===== src/rtl/twg_pkg.sv =====
package twg_pkg;
  localparam int IDX_W  = 8;
  localparam int SLOTS  = 3;
  localparam int CASE_W = 3;

  // field layout of one slot: k field c[kh:kl] bit-reversed, n field c[kl-1:nl]
  typedef struct packed {
    logic [2:0] kh;
    logic [2:0] kl;
    logic [2:0] nl;
    logic [3:0] res_lg;
  } fld_t;

  function automatic fld_t mk(input int kh, input int kl, input int nl, input int rl);
    fld_t f;
    f.kh = 3'(kh);
    f.kl = 3'(kl);
    f.nl = 3'(nl);
    f.res_lg = 4'(rl);
    return f;
  endfunction

  function automatic fld_t fields(input logic [CASE_W-1:0] cs, input int slot);
    fld_t f;
    unique case (cs)
      3'd1:    f = (slot == 0) ? mk(7, 6, 0, 8) : (slot == 1) ? mk(5, 4, 2, 4) : mk(5, 2, 0, 6);
      3'd2:    f = (slot == 0) ? mk(7, 6, 4, 4) : (slot == 1) ? mk(7, 4, 0, 8) : mk(3, 2, 0, 4);
      3'd3:    f = (slot == 0) ? mk(7, 6, 2, 6) : (slot == 1) ? mk(5, 4, 2, 4) : mk(7, 2, 0, 8);
      3'd4:    f = (slot == 0) ? mk(7, 6, 4, 4) : (slot == 1) ? mk(5, 4, 2, 6) : mk(7, 2, 0, 8);
      default: f = (slot == 0) ? mk(7, 6, 0, 8) : (slot == 1) ? mk(5, 4, 0, 6) : mk(3, 2, 0, 4);
    endcase
    return f;
  endfunction

  function automatic logic [IDX_W-1:0] bitrev(input logic [IDX_W-1:0] v);
    logic [IDX_W-1:0] r;
    for (int b = 0; b < IDX_W; b++) r[b] = v[IDX_W-1-b];
    return r;
  endfunction
endpackage


===== src/rtl/twg_sample_ctr.sv =====
module twg_sample_ctr
  import twg_pkg::*;
(
  input  logic             clk_i,
  input  logic             rst_ni,
  input  logic             valid_i,
  output logic [IDX_W-1:0] cnt_o
);
  logic [IDX_W-1:0] cnt_q;

  always_ff @(posedge clk_i or negedge rst_ni) begin
    if (!rst_ni)      cnt_q <= '0;
    else if (valid_i) cnt_q <= cnt_q + 1'b1;
  end

  assign cnt_o = cnt_q;
endmodule


===== src/rtl/twg_exp_calc.sv =====
module twg_exp_calc
  import twg_pkg::*;
#(
  parameter int SLOT = 0
) (
  input  logic [IDX_W-1:0]  idx_i,
  input  logic [CASE_W-1:0] case_i,
  output logic [IDX_W-1:0]  exp_o
);
  fld_t               f;
  logic [3:0]         kw;
  logic [IDX_W-1:0]   kf, kr, nv, nmask, rmask;
  logic [2*IDX_W-1:0] prod;

  always_comb begin
    f     = fields(case_i, SLOT);
    kw    = 4'(f.kh) - 4'(f.kl) + 4'd1;
    kf    = idx_i >> f.kl;
    // reverse the k field so its lowest-weight digit is the top index bit
    kr    = bitrev(kf) >> (4'd8 - kw);
    nmask = 8'((9'd1 << (4'(f.kl) - 4'(f.nl))) - 9'd1);
    nv    = (idx_i >> f.nl) & nmask;
    prod  = 16'(nv) * 16'(kr);
    rmask = 8'((9'd1 << f.res_lg) - 9'd1);
    exp_o = prod[IDX_W-1:0] & rmask;
  end
endmodule


===== src/rtl/twg_stage.sv =====
module twg_stage
  import twg_pkg::*;
#(
  parameter int SLOT = 0,
  parameter int LAT  = 192  // samples ahead of this multiplier, 0..255
) (
  input  logic              clk_i,
  input  logic              rst_ni,
  input  logic              valid_i,
  input  logic [IDX_W-1:0]  cnt_i,
  input  logic [CASE_W-1:0] case_i,
  output logic [IDX_W-1:0]  exp_o,
  output logic              vld_o,
  output logic              mul_o
);
  localparam logic [IDX_W-1:0] LAT_V = IDX_W'(LAT);

  logic [IDX_W-1:0] idx, exp_d, exp_q;
  logic             hit, fill_q, vld_d, vld_q, mul_q;

  assign idx = cnt_i - LAT_V;
  assign hit = (cnt_i == LAT_V);

  twg_exp_calc #(.SLOT(SLOT)) u_calc (
    .idx_i (idx),
    .case_i(case_i),
    .exp_o (exp_d)
  );

  // pipeline filled once the first sample reaches this stage
  always_ff @(posedge clk_i or negedge rst_ni) begin
    if (!rst_ni)              fill_q <= 1'b0;
    else if (valid_i && hit)  fill_q <= 1'b1;
  end

  assign vld_d = valid_i & (fill_q | hit);

  always_ff @(posedge clk_i or negedge rst_ni) begin
    if (!rst_ni) begin
      exp_q <= '0;
      vld_q <= 1'b0;
      mul_q <= 1'b0;
    end else begin
      if (valid_i) exp_q <= exp_d;
      vld_q <= vld_d;
      mul_q <= vld_d & (|exp_d);
    end
  end

  assign exp_o = exp_q;
  assign vld_o = vld_q;
  assign mul_o = mul_q;
endmodule


===== src/rtl/twiddle_exp_gen.sv =====
module twiddle_exp_gen
  import twg_pkg::*;
#(
  parameter int LAT_S2 = 192,
  parameter int LAT_S4 = 240,
  parameter int LAT_S6 = 252
) (
  input  logic                    clk_i,
  input  logic                    rst_ni,
  input  logic                    valid_i,
  input  logic [CASE_W-1:0]       case_sel_i,
  output logic [SLOTS*IDX_W-1:0]  exp_o,
  output logic [SLOTS-1:0]        vld_o,
  output logic [SLOTS-1:0]        mul_o
);
  localparam int LAT_A [SLOTS] = '{LAT_S2, LAT_S4, LAT_S6};

  logic [IDX_W-1:0] cnt;

  twg_sample_ctr u_ctr (
    .clk_i  (clk_i),
    .rst_ni (rst_ni),
    .valid_i(valid_i),
    .cnt_o  (cnt)
  );

  for (genvar j = 0; j < SLOTS; j++) begin : g_slot
    twg_stage #(.SLOT(j), .LAT(LAT_A[j])) u_stage (
      .clk_i  (clk_i),
      .rst_ni (rst_ni),
      .valid_i(valid_i),
      .cnt_i  (cnt),
      .case_i (case_sel_i),
      .exp_o  (exp_o[IDX_W*j +: IDX_W]),
      .vld_o  (vld_o[j]),
      .mul_o  (mul_o[j])
    );
  end
endmodule


===== config.mk =====
export PLATFORM = sky130hd
export DESIGN_NAME = twiddle_exp_gen
export DESIGN_NICKNAME = d
export VERILOG_FILES = /design/src/rtl/twg_pkg.sv /design/src/rtl/twg_sample_ctr.sv /design/src/rtl/twg_exp_calc.sv /design/src/rtl/twg_stage.sv /design/src/rtl/twiddle_exp_gen.sv
export SDC_FILE = /design/constraint.sdc
export NUM_CORES = 1
export LEC_CHECK = 0
export ABC_CLOCK_PERIOD_IN_PS = 5300
export BUFFER_PORTS_ARGS = -buffer_cell sky130_fd_sc_hd__buf_4
export CORE_ASPECT_RATIO = 1.1
export CORE_MARGIN = 2
export CORE_UTILIZATION = 45
export CTS_BUF_LIST = sky130_fd_sc_hd__clkbuf_4
export DETAILED_ROUTE_END_ITERATION = 16
export GPL_TIMING_DRIVEN = 0
export PLACE_DENSITY = 0.66
export SLEW_MARGIN = 15
export SYNTH_ARGS = -nofsm -noshare
export SYNTH_HDL_FRONTEND = slang
export SYNTH_SLANG_ARGS = --single-unit

===== constraint.sdc =====
create_clock -name clk_i -period 5.3 [get_ports clk_i]
set_input_delay 0 -clock clk_i [delete_from_list [all_inputs] [get_ports clk_i]]
set_output_delay 0 -clock clk_i [all_outputs]
set_load 0.1 [all_outputs]

==> flow_summary.ini, run 1 <==
[clocking]
cts_buffers = 5
cts_root_buf = clkbuf_4
clk_pin_slew_ns = 0.12
cts_buffer_depth = 2
cts_resized = 0
clk_latency_ns = 0.36
cts-htree-levels = 2
clock_sinks = 41
cts_tree = yes

[yosys]
ys_async_sr_fraction_pct = 100
synth.distinct_cells = 46
postSynthCellCount = 377
synth_area_mm2 = 0.00347
syn_avg_cell_area_um2 = 9.21
synth_ff_type = dfrtp_1
synth-seq-cells = 41
synth_edf_count = 0
ys_seq_area_share_pct = 29.6
yosysWarningCount = 0

[die]
dieArea_mm2 = 0.00843
core-area_mm2 = 0.00747
die_width_um = 87.7
die_h_um = 96.1
rows = 33
start_util_pct = 46.4
pin_count = 36

[layout]
layout_common_cells = ha_1, inv_1, buf_4, dfrtp_1, nor2_1
instances_no_fill = 528
final_common_cell = ha_1
drive_above_1_share_pct = 15.8
nets = 494
final_util_pct = 52.6
num_antenna_cells = 0
area_delta_synth_final_pct = 13.3

[hold_path]
hp-class = in2reg
hold_depth = 3
hold_start = case_sel_i[0]
hold_end = g_slot[0].u_stage.exp_o[4]

[power_and_ir_drop]
p_total_w = 0.00198
max-vdd-ir-drop_v = 0.000358
p_leak_nw = 2.11
p_per_area_mw_per_mm2 = 504

[job]
max_cap_viol_count = 0

[sta]
fin_crit_sh_pct = 80.8
final_max_slew_viol_count = 0
slew_headroom_pct = 50.9
fmax_mhz = 233
worstMarginPinSlew_ns = 0.737
rsz0062_at_grt = no
setup_slack_ns = 1.02
final.setup.tns_ns = 0
layout_min_cycle_time_ns = 4.28
finalClockSkew_ns = 0.00766
finalSetupViolations = 0
hold_viol = 0

[worst_setup_path]
critPathKind = reg2reg
start_kind = register
cp_max_fo = 10
reg2reg_to = g_slot[1].u_stage.mul_o
cp-end-kind = register
arrival_ns = 4.54
reg2reg_depth = 17
critPathRequiredTime_ns = 5.55
reg2reg_from = u_ctr.cnt_o[6]
r2r_slack_ns = 1.02

[placed_design]
place_ws_ns = 1.04
post-place-cells = 519
numPortBuffers = 33
dp_hpwl_um = 5640
gp_congestion = 0.862

[routing]
drtIter0Drc = 187
drt-total-wl_um = 7360
wl_per_cell_um = 13.9
drtAntennaViolNets = 0
num_vias = 2724
viasPerCell = 5.16
dr.pass1.iters = 4
drc = 0

[global_routing]
grt_max_degree = 42
antenna_found_initial = 0
grt_pass1_vias = 2772
grt_usage_pct = 19.5
overflow = 0
grt_pass1_wl_um = 12700

[outcome]
outcome = finished clean
cell type report:
| type | instances | area (µm²) |
|---|---|---|
| inverters | 46 | 175 |
| multi-input cells | 272 | 2160 |
| fillers | 697 | 3540 |
| well taps | 105 | 131 |
| plain buffers | 22 | 120 |
| clock buffers | 6 | 45.0 |
| repair buffers | 35 | 268 |
| clock inverters | 1 | 3.75 |
| flip-flops and latches | 41 | 1030 |
cell usage after synthesis (2+ instances only):
cell type,instances,share of area [%]
nor2_1,33,3.6
mux2_2,8,2.6
a31o_2,2,0.50
buf_2,3,0.43
nor3_1,11,1.6
o21ai_0,16,2.3
nand3b_1,3,0.65
nor2b_1,7,1.3
a22oi_1,2,0.43
xnor2_1,19,4.8
and2_1,9,1.6
o22ai_1,4,0.72
nand2_1,17,1.8
buf_4,9,1.9
a21oi_1,11,1.6
ha_1,58,21
and3_1,2,0.36
fa_1,7,4.0
clkbuf_1,9,0.97
conb_1,2,0.22
inv_1,44,4.8
mux2i_1,2,0.58
xor2_1,9,2.3
a21o_1,8,1.7
mux2i_2,2,0.79
nor3b_1,2,0.43
dfrtp_1,41,30
a211oi_1,4,0.87
nand4_1,3,0.54
nand3_1,13,1.9
a31oi_1,2,0.36
registers in the layout, summed over array words and instances (netlist names):
register,flops
g_slot.u_stage.mul_o,3
g_slot.u_stage.fill_q,3
g_slot.u_stage.exp_o,24
u_ctr.cnt_o,8
g_slot.u_stage.vld_o,3
worst max path at each step:
stage | to | slack (ns) | start
after CTS | g_slot[1].u_stage.mul_o | 1.01 | u_ctr.cnt_o[6]
final | g_slot[1].u_stage.mul_o | 1.02 | u_ctr.cnt_o[6]
after global routing | g_slot[1].u_stage.mul_o | 0.73 | u_ctr.cnt_o[6]
after floorplan | g_slot[1].u_stage.mul_o | 1.37 | u_ctr.cnt_o[4]
after detailed placement | g_slot[1].u_stage.mul_o | 1.04 | u_ctr.cnt_o[6]
after global placement | g_slot[1].u_stage.mul_o | 1.05 | u_ctr.cnt_o[6]
worst max-delay path, stage by stage, from the launching register on:
cell and delay [ns]:
dfrtp_1 0.45, buf_1 0.45, xnor2_1 0.18, nand2_1 0.06, o21ai_0 0.19, nor2_1 0.10
ha_1 0.30, ha_1 0.28, inv_1 0.05, fa_1 0.53, inv_1 0.04, ha_1 0.22
fa_1 0.41, a21o_1 0.19, a21oi_1 0.16, xnor2_1 0.13, nor2_1 0.07, o41a_1 0.36
logic make-up (layout without fill, tap and decap cells):
| group | Yosys count | count (layout) | share of synthesized area, % |
|---|---|---|---|
| simple gates | 103 | 103 | 14.8 |
| buf+inv | 68 | 110 | 8.51 |
| fa+ha+maj | 65 | 65 | 24.9 |
| compound gates | 58 | 58 | 11.0 |
| flops | 41 | 41 | 29.6 |
| xor+xnor | 28 | 28 | 7.07 |
| mux | 12 | 12 | 3.97 |
| other cells | 2 | 6 | 0.216 |
what timing repair did:
item,4_1_cts,5_1_grt
hold buffers,2,0
endpoints found under the hold margin,42,0
buffers inserted,0,0
through the flow:
stage               hold WS (ns)  cell area, µm²
floorplan                 -0.296            3490
global placement          0.0275            3860
detailed placement        0.0261            3860
CTS                       0.0388            3930
global route              0.0723            3930
finish                    0.0494            3930
metal layers:
| layer | GRT usage, % | vias to the layer above | share of wire, % |
|---|---|---|---|
| met1 | 23.3 | 1287 | 45 |
| met4 | 8.72 | 0 | 3.1 |
| met5 | 0 | - | 0 |
| met3 | 3.60 | 15 | 3.9 |
| li1 | - | 1355 | - |
| met2 | 34.0 | 67 | 48 |
report_power, final:
part	switching (W)	internal, W
combinational	0.000945	0.000423
clock	0.000106	0.0000535
sequential	0.0000594	0.000395
Note: power is estimated with default switching activity, not from simulation.
==> run 2: changes to the inputs <==
ABC_CLOCK_PERIOD_IN_PS = 4400   (was 5300)
clock period = 4.4 ns   (was 5.3 ns; I/O delays follow)
==> flow_summary.ini, run 2 (synthesis gave the netlist of run 1 again) <==
[sta]
final_max_slew_viol_count = 0
worstMarginPinSlew_ns = 0.741
hold_viol = 0
fmax_mhz = 239
finalSetupViolations = 0
finalClockSkew_ns = 0.0107
slew_headroom_pct = 50.6
rsz0062_at_grt = no
fin_crit_sh_pct = 95.1
setup_slack_ns = 0.215
layout_min_cycle_time_ns = 4.18
final.setup.tns_ns = 0

[placed_design]
place_ws_ns = 0.138
numPortBuffers = 33
dp_hpwl_um = 5640
gp_congestion = 0.862

[routing]
drtAntennaViolNets = 0
drc = 0
num_vias = 2772
dr.pass1.iters = 4
drt-total-wl_um = 7400
viasPerCell = 5.25
drtIter0Drc = 166
wl_per_cell_um = 14.0

[job]
max_cap_viol_count = 0

[worst_setup_path]
critPathMaxStageDelay_ns = 0.53
critPathRequiredTime_ns = 4.66
cp_num_buf_inv = 4
crit_family = adder cells
cp-end-kind = register
arrival_ns = 4.45
cp_max_fo = 10
start_kind = register
critical_path.most_common_cell = ha_1
path_cells = clkbuf_4 -> inv_1 -> ha_1 -> mux2i_4 -> nor2_1 -> ha_1 -> ha_1 -> inv_1 -> fa_1 -> inv_1 -> ha_1 -> fa_1 -> a21o_1 -> a21oi_1 -> xnor2_1 -> nor2_1 -> o41a_1
critPathKind = reg2reg
crit_slowest_cell = fa_1

[global_routing]
grt_usage_pct = 19.5
antenna_found_initial = 0
overflow = 0
grt_pass1_wl_um = 12700
grt_max_degree = 42
grt_pass1_vias = 2772

[clocking]
cts_root_buf = clkbuf_4
post-cts-setup-buffer-count = 0
cts-htree-levels = 2
clock_sinks = 41
cts_buffer_depth = 2
cts_buffers = 5
cts_tree = yes
clk_pin_slew_ns = 0.13
clk_latency_ns = 0.36

[power_and_ir_drop]
p_leak_nw = 2.11
p_total_w = 0.00241
p_clk_share_pct = 8.1
p_int_w = 0.00106
max-vdd-ir-drop_v = 0.000431
pwr-share-comb_pct = 69.2
p_sw_share_pct = 56.0
p_per_area_mw_per_mm2 = 610
p_sw_w = 0.00135
pwr-share-seq_pct = 22.7

[die]
pin_count = 36
start_util_pct = 46.4
die_h_um = 96.1
core-area_mm2 = 0.00747
rows = 33
die_width_um = 87.7
dieArea_mm2 = 0.00843

[layout]
largest_reg_flops = 24
num_antenna_cells = 0
area_delta_synth_final_pct = 13.8
final_common_cell = ha_1
layout_common_cells = ha_1, inv_1, buf_4, dfrtp_1, nor2_1
drive_above_1_share_pct = 16.3
nets = 494

[hold_path]
hp-class = in2reg

[outcome]
outcome = finished clean
==> run 2: cell count changes in the layout (fill, tap and decap cells not counted) <==
cell       change
a2111oi_1      +1
clkbuf_4       +1
mux2i_4        +1
nand2_1        -1
clkbuf_2       +1
buf_1          -1
a2111oi_0      -1
nand2_2        +1
buf_2          -1
mux2i_2        -1
==> run 2: power by group through the flow <==
stage          sequential, W  combinational (W)  clock [W]
2_1_floorplan        0.00103           0.000795          0
3_3_place_gp        0.000555            0.00162          0
3_5_place_dp        0.000557            0.00164          0
4_1_cts             0.000550            0.00165   0.000200
5_1_grt             0.000562            0.00183   0.000212
6_report            0.000548            0.00167   0.000196
==> run 2: worst reg2reg max path, cell delays in order, from the launching register on <==
cell and delay (ns):
dfrtp_1 0.38, clkbuf_4 0.22, inv_1 0.12, ha_1 0.37, mux2i_4 0.21, nor2_1 0.07, ha_1 0.27, ha_1 0.28
inv_1 0.05, fa_1 0.53, inv_1 0.04, ha_1 0.22, fa_1 0.41, a21o_1 0.19, a21oi_1 0.16, xnor2_1 0.13
nor2_1 0.07, o41a_1 0.36
==> run 2: layout make-up <==
type | instances | area [µm²]
fill | 698 | 3520
tap | 105 | 131
timing repair buffer | 35 | 268
clock inverter | 1 | 3.75
multi-input combinational | 272 | 2180
clock buffer | 6 | 45.0
sequential | 41 | 1030
buffer | 22 | 124
inverter | 46 | 175
==> run 2: repair_timing <==
action,4_1_cts,5_1_grt
hold buffers,2,0
endpoints found under the hold margin,42,0
gates resized for setup,0,5
setup endpoints to repair,0,3
==> run 2: metrics by stage <==
| step | util [%] | instance area [µm²] | hold WS [ns] | cells |
|---|---|---|---|---|
| final | 52.9 | 3950 | 0.0449 | 528 |
| after global routing | 52.9 | 3950 | 0.0723 | 528 |
| after CTS | 52.6 | 3930 | 0.0388 | 528 |
| after detailed placement | 51.7 | 3860 | 0.0261 | 519 |
| after global placement | 51.7 | 3860 | 0.0275 | 519 |
| after floorplan | - | 3490 | -0.296 | 381 |
==> run 2: path summary, 6_finish.rpt <==
check | endpoint | start | cells past startpoint | slack, ns
setup / recovery | g_slot[1].u_stage.mul_o | u_ctr.cnt_o[4] | 17 | 0.22
hold / removal | g_slot[0].u_stage.exp_o[4] | case_sel_i[0] | 3 | 0.04
setup reg to reg | g_slot[1].u_stage.mul_o | u_ctr.cnt_o[4] | 17 | 0.22
hold reg to reg | g_slot[1].u_stage.fill_q | g_slot[1].u_stage.fill_q | 1 | 0.46
max in group asynchronous | u_ctr.cnt_o[5] | rst_ni | 2 | 3.89
min in group asynchronous | g_slot[2].u_stage.vld_o | rst_ni | 2 | 0.15
==> run 2: metal layers <==
layer / global-route usage, % / share of wire (%) / vias to the layer above
met1: 23.3 / 44 / 1332
met3: 3.60 / 3.7 / 18
met4: 8.72 / 3.2 / 0
met2: 34.0 / 49 / 65
li1: - / - / 1357
met5: 0 / 0 / -
